<file path="config.mk">
export PLATFORM = sky130hd
export DESIGN_NAME = ecc_syndrome_decoder
export DESIGN_NICKNAME = d
export VERILOG_FILES = /design/src/rtl/ecc_dec_pkg.sv /design/src/rtl/ecc_code_pack.sv /design/src/rtl/ecc_syn_classify.sv /design/src/rtl/ecc_syndrome_decoder.sv
export SDC_FILE = /design/constraint.sdc
export NUM_CORES = 1
export LEC_CHECK = 0
export ABC_AREA = 1
export BUFFER_PORTS_ARGS = -buffer_cell sky130_fd_sc_hd__buf_2
export CAP_MARGIN = 10
export CORE_ASPECT_RATIO = 0.7
export CORE_MARGIN = 4
export CORE_UTILIZATION = 53
export CTS_CLUSTER_SIZE = 16
export DETAILED_ROUTE_END_ITERATION = 7
export PLACE_DENSITY = 0.87
export SLEW_MARGIN = 20
export SYNTH_ARGS = -nofsm -noshare
export SYNTH_HDL_FRONTEND = slang
export SYNTH_SLANG_ARGS = --single-unit
</file>
<file path="constraint.sdc">
create_clock -name clk -period 3.1 [get_ports clk]
set_input_delay 0.465 -clock clk [delete_from_list [all_inputs] [get_ports clk]]
set_output_delay 0.465 -clock clk [all_outputs]
set_load 0.03 [all_outputs]
</file>
<file path="src/rtl/ecc_dec_pkg.sv">
package ecc_dec_pkg;

  typedef enum logic [1:0] {
    ST_CLEAN     = 2'b00,
    ST_DATA_FIX  = 2'b01,
    ST_CODE_ONLY = 2'b10,
    ST_FATAL     = 2'b11
  } ecc_status_e;

endpackage

</file>
<file path="src/rtl/ecc_code_pack.sv">
// Reorders a 3-byte code {c2, c1, c0} into the ascending 24-bit word used
// for the syndrome: {c2[1:0], c1, c0, c2[7:2]}.
module ecc_code_pack #(
  parameter int BYTE_W = 8,
  parameter int LOW_SH = 2
) (
  input  logic [3*BYTE_W-1:0] code_i,
  output logic [3*BYTE_W-1:0] word_o
);
  localparam int CODE_W = 3 * BYTE_W;

  logic [BYTE_W-1:0] c0, c1, c2;

  assign c0 = code_i[BYTE_W-1:0];
  assign c1 = code_i[2*BYTE_W-1:BYTE_W];
  assign c2 = code_i[CODE_W-1:2*BYTE_W];

  // c2's top bits fill the bottom of the word, its low bits fill the top.
  assign word_o = {c2[LOW_SH-1:0], c1, c0, c2[BYTE_W-1:LOW_SH]};

endmodule

</file>
<file path="src/rtl/ecc_syn_classify.sv">
// Combinational classification of a syndrome word.
module ecc_syn_classify
  import ecc_dec_pkg::*;
#(
  parameter int BIT_W  = 3,
  parameter int ADDR_W = 9
) (
  input  logic [2*(BIT_W+ADDR_W)-1:0] syn_i,
  output ecc_status_e                 status_o,
  output logic [ADDR_W-1:0]           addr_o,
  output logic [BIT_W-1:0]            bit_o
);
  localparam int PAIRS = BIT_W + ADDR_W;
  localparam int SYN_W = 2 * PAIRS;

  logic [PAIRS-1:0]  pair_hit;
  logic [ADDR_W-1:0] addr_raw;
  logic [BIT_W-1:0]  bit_raw;
  logic              syn_zero;
  logic              syn_single;
  logic              all_pairs;

  // One hit flag per complementary pair.
  for (genvar k = 0; k < PAIRS; k++) begin : g_pair
    assign pair_hit[k] = syn_i[2*k] | syn_i[2*k+1];
  end

  // The upper (odd) bit of each low pair gives the bit position.
  for (genvar i = 0; i < BIT_W; i++) begin : g_bit
    assign bit_raw[i] = syn_i[2*i+1];
  end

  // The upper (odd) bit of each remaining pair gives the byte offset.
  for (genvar j = 0; j < ADDR_W; j++) begin : g_addr
    assign addr_raw[j] = syn_i[2*(BIT_W+j)+1];
  end

  assign all_pairs  = &pair_hit;
  assign syn_zero   = ~|syn_i;
  assign syn_single = !syn_zero && ((syn_i & (syn_i - SYN_W'(1))) == '0);

  always_comb begin
    status_o = ST_FATAL;
    addr_o   = '0;
    bit_o    = '0;
    if (syn_zero) begin
      status_o = ST_CLEAN;
    end else if (all_pairs) begin
      status_o = ST_DATA_FIX;
      addr_o   = addr_raw;
      bit_o    = bit_raw;
    end else if (syn_single) begin
      status_o = ST_CODE_ONLY;
    end
  end

endmodule

</file>
<file path="src/rtl/ecc_syndrome_decoder.sv">
module ecc_syndrome_decoder
  import ecc_dec_pkg::*;
#(
  parameter int BIT_W  = 3,
  parameter int ADDR_W = 9
) (
  input  logic                            clk,
  input  logic                            rst,
  input  logic                            check_i,
  input  logic [2*(BIT_W+ADDR_W)-1:0]     rd_ecc_i,
  input  logic [2*(BIT_W+ADDR_W)-1:0]     calc_ecc_i,
  output logic                            valid_o,
  output logic [1:0]                      status_o,
  output logic [ADDR_W-1:0]               byte_addr_o,
  output logic [BIT_W-1:0]                bit_idx_o
);
  localparam int SYN_W  = 2 * (BIT_W + ADDR_W);
  localparam int BYTE_W = SYN_W / 3;

  logic [SYN_W-1:0]  rd_word, calc_word, syn;
  ecc_status_e       cls_status;
  logic [ADDR_W-1:0] cls_addr;
  logic [BIT_W-1:0]  cls_bit;

  ecc_code_pack #(.BYTE_W(BYTE_W), .LOW_SH(2)) u_pack_rd (
    .code_i (rd_ecc_i),
    .word_o (rd_word)
  );

  ecc_code_pack #(.BYTE_W(BYTE_W), .LOW_SH(2)) u_pack_calc (
    .code_i (calc_ecc_i),
    .word_o (calc_word)
  );

  assign syn = rd_word ^ calc_word;

  ecc_syn_classify #(.BIT_W(BIT_W), .ADDR_W(ADDR_W)) u_classify (
    .syn_i    (syn),
    .status_o (cls_status),
    .addr_o   (cls_addr),
    .bit_o    (cls_bit)
  );

  // Single register stage; the result is held until the next strobe.
  always_ff @(posedge clk) begin
    if (rst) begin
      valid_o     <= 1'b0;
      status_o    <= 2'b00;
      byte_addr_o <= '0;
      bit_idx_o   <= '0;
    end else begin
      valid_o <= check_i;
      if (check_i) begin
        status_o    <= cls_status;
        byte_addr_o <= cls_addr;
        bit_idx_o   <= cls_bit;
      end
    end
  end

  // a strobe yields a pulse on the next cycle
  assert_valid_after_check_R8: assert property (@(posedge clk) disable iff (rst)
    check_i |=> valid_o);

  // no strobe means no pulse on the next cycle
  assert_no_spurious_valid_R8: assert property (@(posedge clk) disable iff (rst)
    !check_i |=> !valid_o);

  // equal codes report clean
  assert_equal_is_clean_R2: assert property (@(posedge clk) disable iff (rst)
    (check_i && (rd_ecc_i == calc_ecc_i)) |=> (status_o == 2'b00));

  // reordering keeps the bit count, so one differing raw bit is code-only damage
  assert_single_is_code_R6: assert property (@(posedge clk) disable iff (rst)
    (check_i && ($countones(rd_ecc_i ^ calc_ecc_i) == 1)) |=> (status_o == 2'b10));

  // address and bit stay zero outside the repairable case
  assert_loc_zero_R9: assert property (@(posedge clk) disable iff (rst)
    (status_o != 2'b01) |-> (byte_addr_o == '0 && bit_idx_o == '0));

  // results hold between strobes
  assert_hold_R10: assert property (@(posedge clk) disable iff (rst)
    !check_i |=> ($stable(status_o) && $stable(byte_addr_o) && $stable(bit_idx_o)));

endmodule

</file>
==> impl_metrics.csv <==
group,metric,value,unit
worst_setup_path,rr_worst_depth,2,
die,die_w,74.09,um
layout,final_core_utilization,70.50,%
place,final_weighted_congestion_of_routability_driven_global_placement,0.9260,
yosys,combinational_family_with_the_most_area_after_synthesis,"simple AND/OR/NAND/NOR gates",
timing,timing.final.setup_violations,0,
place,port_buffers,65,
place,detailedPlacementHpwl,3.636,mm
die,number_of_cell_rows,16,
clock_tree,post_cts_resize_count,0,
die,io_pins,66,
routing,detail_route.iter0.violations,158,
worst_setup_path,start_kind,"input pin",
worst_setup_path,crit_required,3280,ps
timing,whs,461.8,ps
worst_setup_path,criticalPathCategory,"input pin to register",
yosys,synth_largest_type_area_fraction,42.86,%
timing,fin_crit_sh,62.77,%
routing,dr.pass1.iters,4,
place,placedCellCount,436,
clock_tree,holdBufCountCts,0,
routing,drt_drc_violations_left,0,
routing,wirelength,4.328,mm
timing,final-max-slew-violation-count,0,
timing,finalHoldViolations,0,
run_status,outcome,"complete, no violations",
layout,syn_to_final_growth,24.56,%
power_and_ir_drop,vdd.ir_drop.worst,137.3,uV
yosys,post_synth_instance_area,1620,um2
hold_path,holdPathEnd,"bit_idx_o[0]$_SDFFE_PP0P_",
flow_run,cap_viol_max_count,0,
yosys,post_synth_xor_area_fraction,2.625,%
layout,filler_cell_count,270,
power_and_ir_drop,p_leak,1.234,nW
worst_setup_path,critical_path.max_fanout,12,
die,die_h,54.26,um
layout,final_standard_cell_count_with_taps_included_and_fillers_excluded,440,
clock_tree,clk_latency,250,ps
worst_setup_path,r2r-start,"byte_addr_o[7]$_SDFFE_PP0P_",
clock_tree,cts.path.max_buffers,2,
timing,setup_total_negative_slack,0,ps
hold_path,timing.hold.worst_path_depth,2,
yosys,netlist_instances,338,
timing,finalWorstPathRequiredPeriod,1946,ps
yosys,ys_warn_count,0,
yosys,mappedNetlistNets,389,
timing,rsz_0062_raised_after_global_routing,"false",
global_route,total_global_routing_overflow,0,
layout,final_net_count,456,
clock_tree,clock_tree.htree_level_count,1,
yosys,synth-simple-area-share,61.08,%
worst_setup_path,worstPathArrival,2120,ps
timing,skew,0,ps
global_route,antenna_found_initial,0,
yosys,synth-seq-area-share,18.53,%
clock_tree,clkTransAtPathRegs,60,ps
global_route,grt_first_pass_wirelength,6.851,mm
global_route,first_global_vias,1722,
layout,layout-drive-gt1-share,18.32,%
yosys,synth.distinct_cells,20,
worst_setup_path,cp-end-kind,"register",
clock_tree,cts.repair_timing.setup_buffer_count,0,
clock_tree,clock_sink_count,15,
yosys,syn-mean-instance-area,4.794,um2
die,start_util,56.60,%
routing,via_per_inst,4.755,
global_route,grt_max_degree,16,
yosys,synth_mux_area_share,0,%
power_and_ir_drop,power_density,275.2,nW/um2
hold_path,min-delay-path-class,"register to register",
layout,diodes,0,
die,die-area,4020,um2
yosys,ys_seq_elements,15,
worst_setup_path,timing.reg2reg.setup_slack,2450,ps
hold_path,hold_path_startpoint,"bit_idx_o[0]$_SDFFE_PP0P_",
timing,max_slew_margin,69.30,%
yosys,post_synthesis_compound_gate_area_fraction,5.946,%
routing,detail_route.wl_per_cell,9.836,um
clock_tree,clock_buffer_count_from_cts,3,
timing,achievable-frequency,513.9,MHz
worst_setup_path,worstReg2RegEnd,"byte_addr_o[7]$_SDFFE_PP0P_",
timing,tightestPinTransition,460.0,ps
routing,ant_nets,0,
clock_tree,cts_tree,"built",
yosys,synth_adder_area_share,0,%
global_route,gr-usage-all-layers,21.80,%
routing,route.vias.total,2092,
die,design.core.area,2863,um2
yosys,ys_top_cells_by_area,"nand2_1, dfxtp_1, nor2_1",
yosys,post-synth-top-area-cell,"nand2_1",
clock_tree,cts_root_cell,"clkbuf_8",
## per-layer routing
layer / track usage (%) / share of wire (%) / up-vias / wire, um
met1: 29.52 / 47 / 851 / 2029
met3: 2.385 / 9.9 / 7 / 430
met5: 0 / 0 / - / 0
met4: 8.133 / 1.5 / 0 / 63
met2: 36.03 / 42 / 93 / 1805
li1: - / - / 1141 / -
## state kept, by name, summed over array words and instances (netlist names)
| register | flops |
|---|---|
| byte_addr_o | 9 |
| status_o | 2 |
| valid_o | 1 |
| bit_idx_o | 3 |
## synthesized netlist by cell type, drive strengths merged
library cell	number
nand2	185
nor2	49
inv	46
dfxtp	15
a21oi	13
nand3	10
o21ai	4
xor2	4
nor4	3
clkbuf	2
nand3b	2
nor3	2
buf	1
nand4	1
o21bai	1
## worst max-delay path, stage by stage
cell and delay (ps):
buf_2 100, nand2_1 50, inv_1 30, nor2_1 200
nor2_1 100, nor4_1 290, nand3_1 170, nor2_2 400
nand2_1 140, a21oi_1 170
## per-stage QoR
| stage | power (mW) | cell area, um2 | worst slack [ps] |
|---|---|---|---|
| 2_1_floorplan | 0.3295 | 1620 | 1436 |
| 3_3_place_gp | 0.3970 | 1972 | 975.9 |
| 3_5_place_dp | 0.3995 | 1972 | 911.3 |
| 4_1_cts | 0.5562 | 2018 | 1174 |
| 5_1_grt | 0.5998 | 2018 | 995.5 |
| 6_report | 0.5555 | 2018 | 1154 |
## report_power, final
| group | internal, mW | switching [mW] |
|---|---|---|
| registers | 0.197 | 0.00173 |
| logic | 0.0717 | 0.128 |
| clock network | 0.0890 | 0.0683 |
## cells in the final DEF (no fill, tap or decap)
| cell type | instances |
|---|---|
| nand3_1 | 10 |
| dfxtp_1 | 15 |
| clkinv_2 | 1 |
| nand3b_1 | 2 |
| a21oi_1 | 12 |
| nor4_1 | 2 |
| nor2_1 | 47 |
| a21oi_2 | 1 |
| nand2_1 | 185 |
| o21ai_1 | 1 |
| o21bai_1 | 1 |
| o21ai_0 | 3 |
| xor2_1 | 3 |
| inv_1 | 46 |
| nor2_2 | 2 |
| nor3_1 | 2 |
| nor4_2 | 1 |
| nand4_1 | 1 |
| clkbuf_8 | 3 |
| buf_2 | 65 |
| xor2_2 | 1 |
## cell families (layout without fill, tap and decap cells)
group           count (synthesis)  after routing
xor+xnor                        4              4
simple gates                  252            252
buf+inv                        49            115
compound gates                 18             18
flops                          15             15
## layout make-up
class	count	area [um2]	area share, %
repair buffers	65	325.3	16.12
clock inverters	1	5.005	0.2480
well taps	36	45.04	2.232
flip-flops and latches	15	300.3	14.88
inverters	46	172.7	8.555
clock buffers	3	41.29	2.046
multi-input cells	274	1129	55.92
## worst max path at each step
stage / start / endpoint / depth (start not counted)
6_report: rd_ecc_i[8] / byte_addr_o[6]$_SDFFE_PP0P_ / 10
5_1_grt: rd_ecc_i[12] / byte_addr_o[6]$_SDFFE_PP0P_ / 10
4_1_cts: rd_ecc_i[8] / byte_addr_o[6]$_SDFFE_PP0P_ / 10
3_5_place_dp: rd_ecc_i[8] / byte_addr_o[6]$_SDFFE_PP0P_ / 10
3_3_place_gp: calc_ecc_i[23] / byte_addr_o[6]$_SDFFE_PP0P_ / 10
2_1_floorplan: calc_ecc_i[20] / byte_addr_o[7]$_SDFFE_PP0P_ / 12
(Power assumes the default switching activity.)
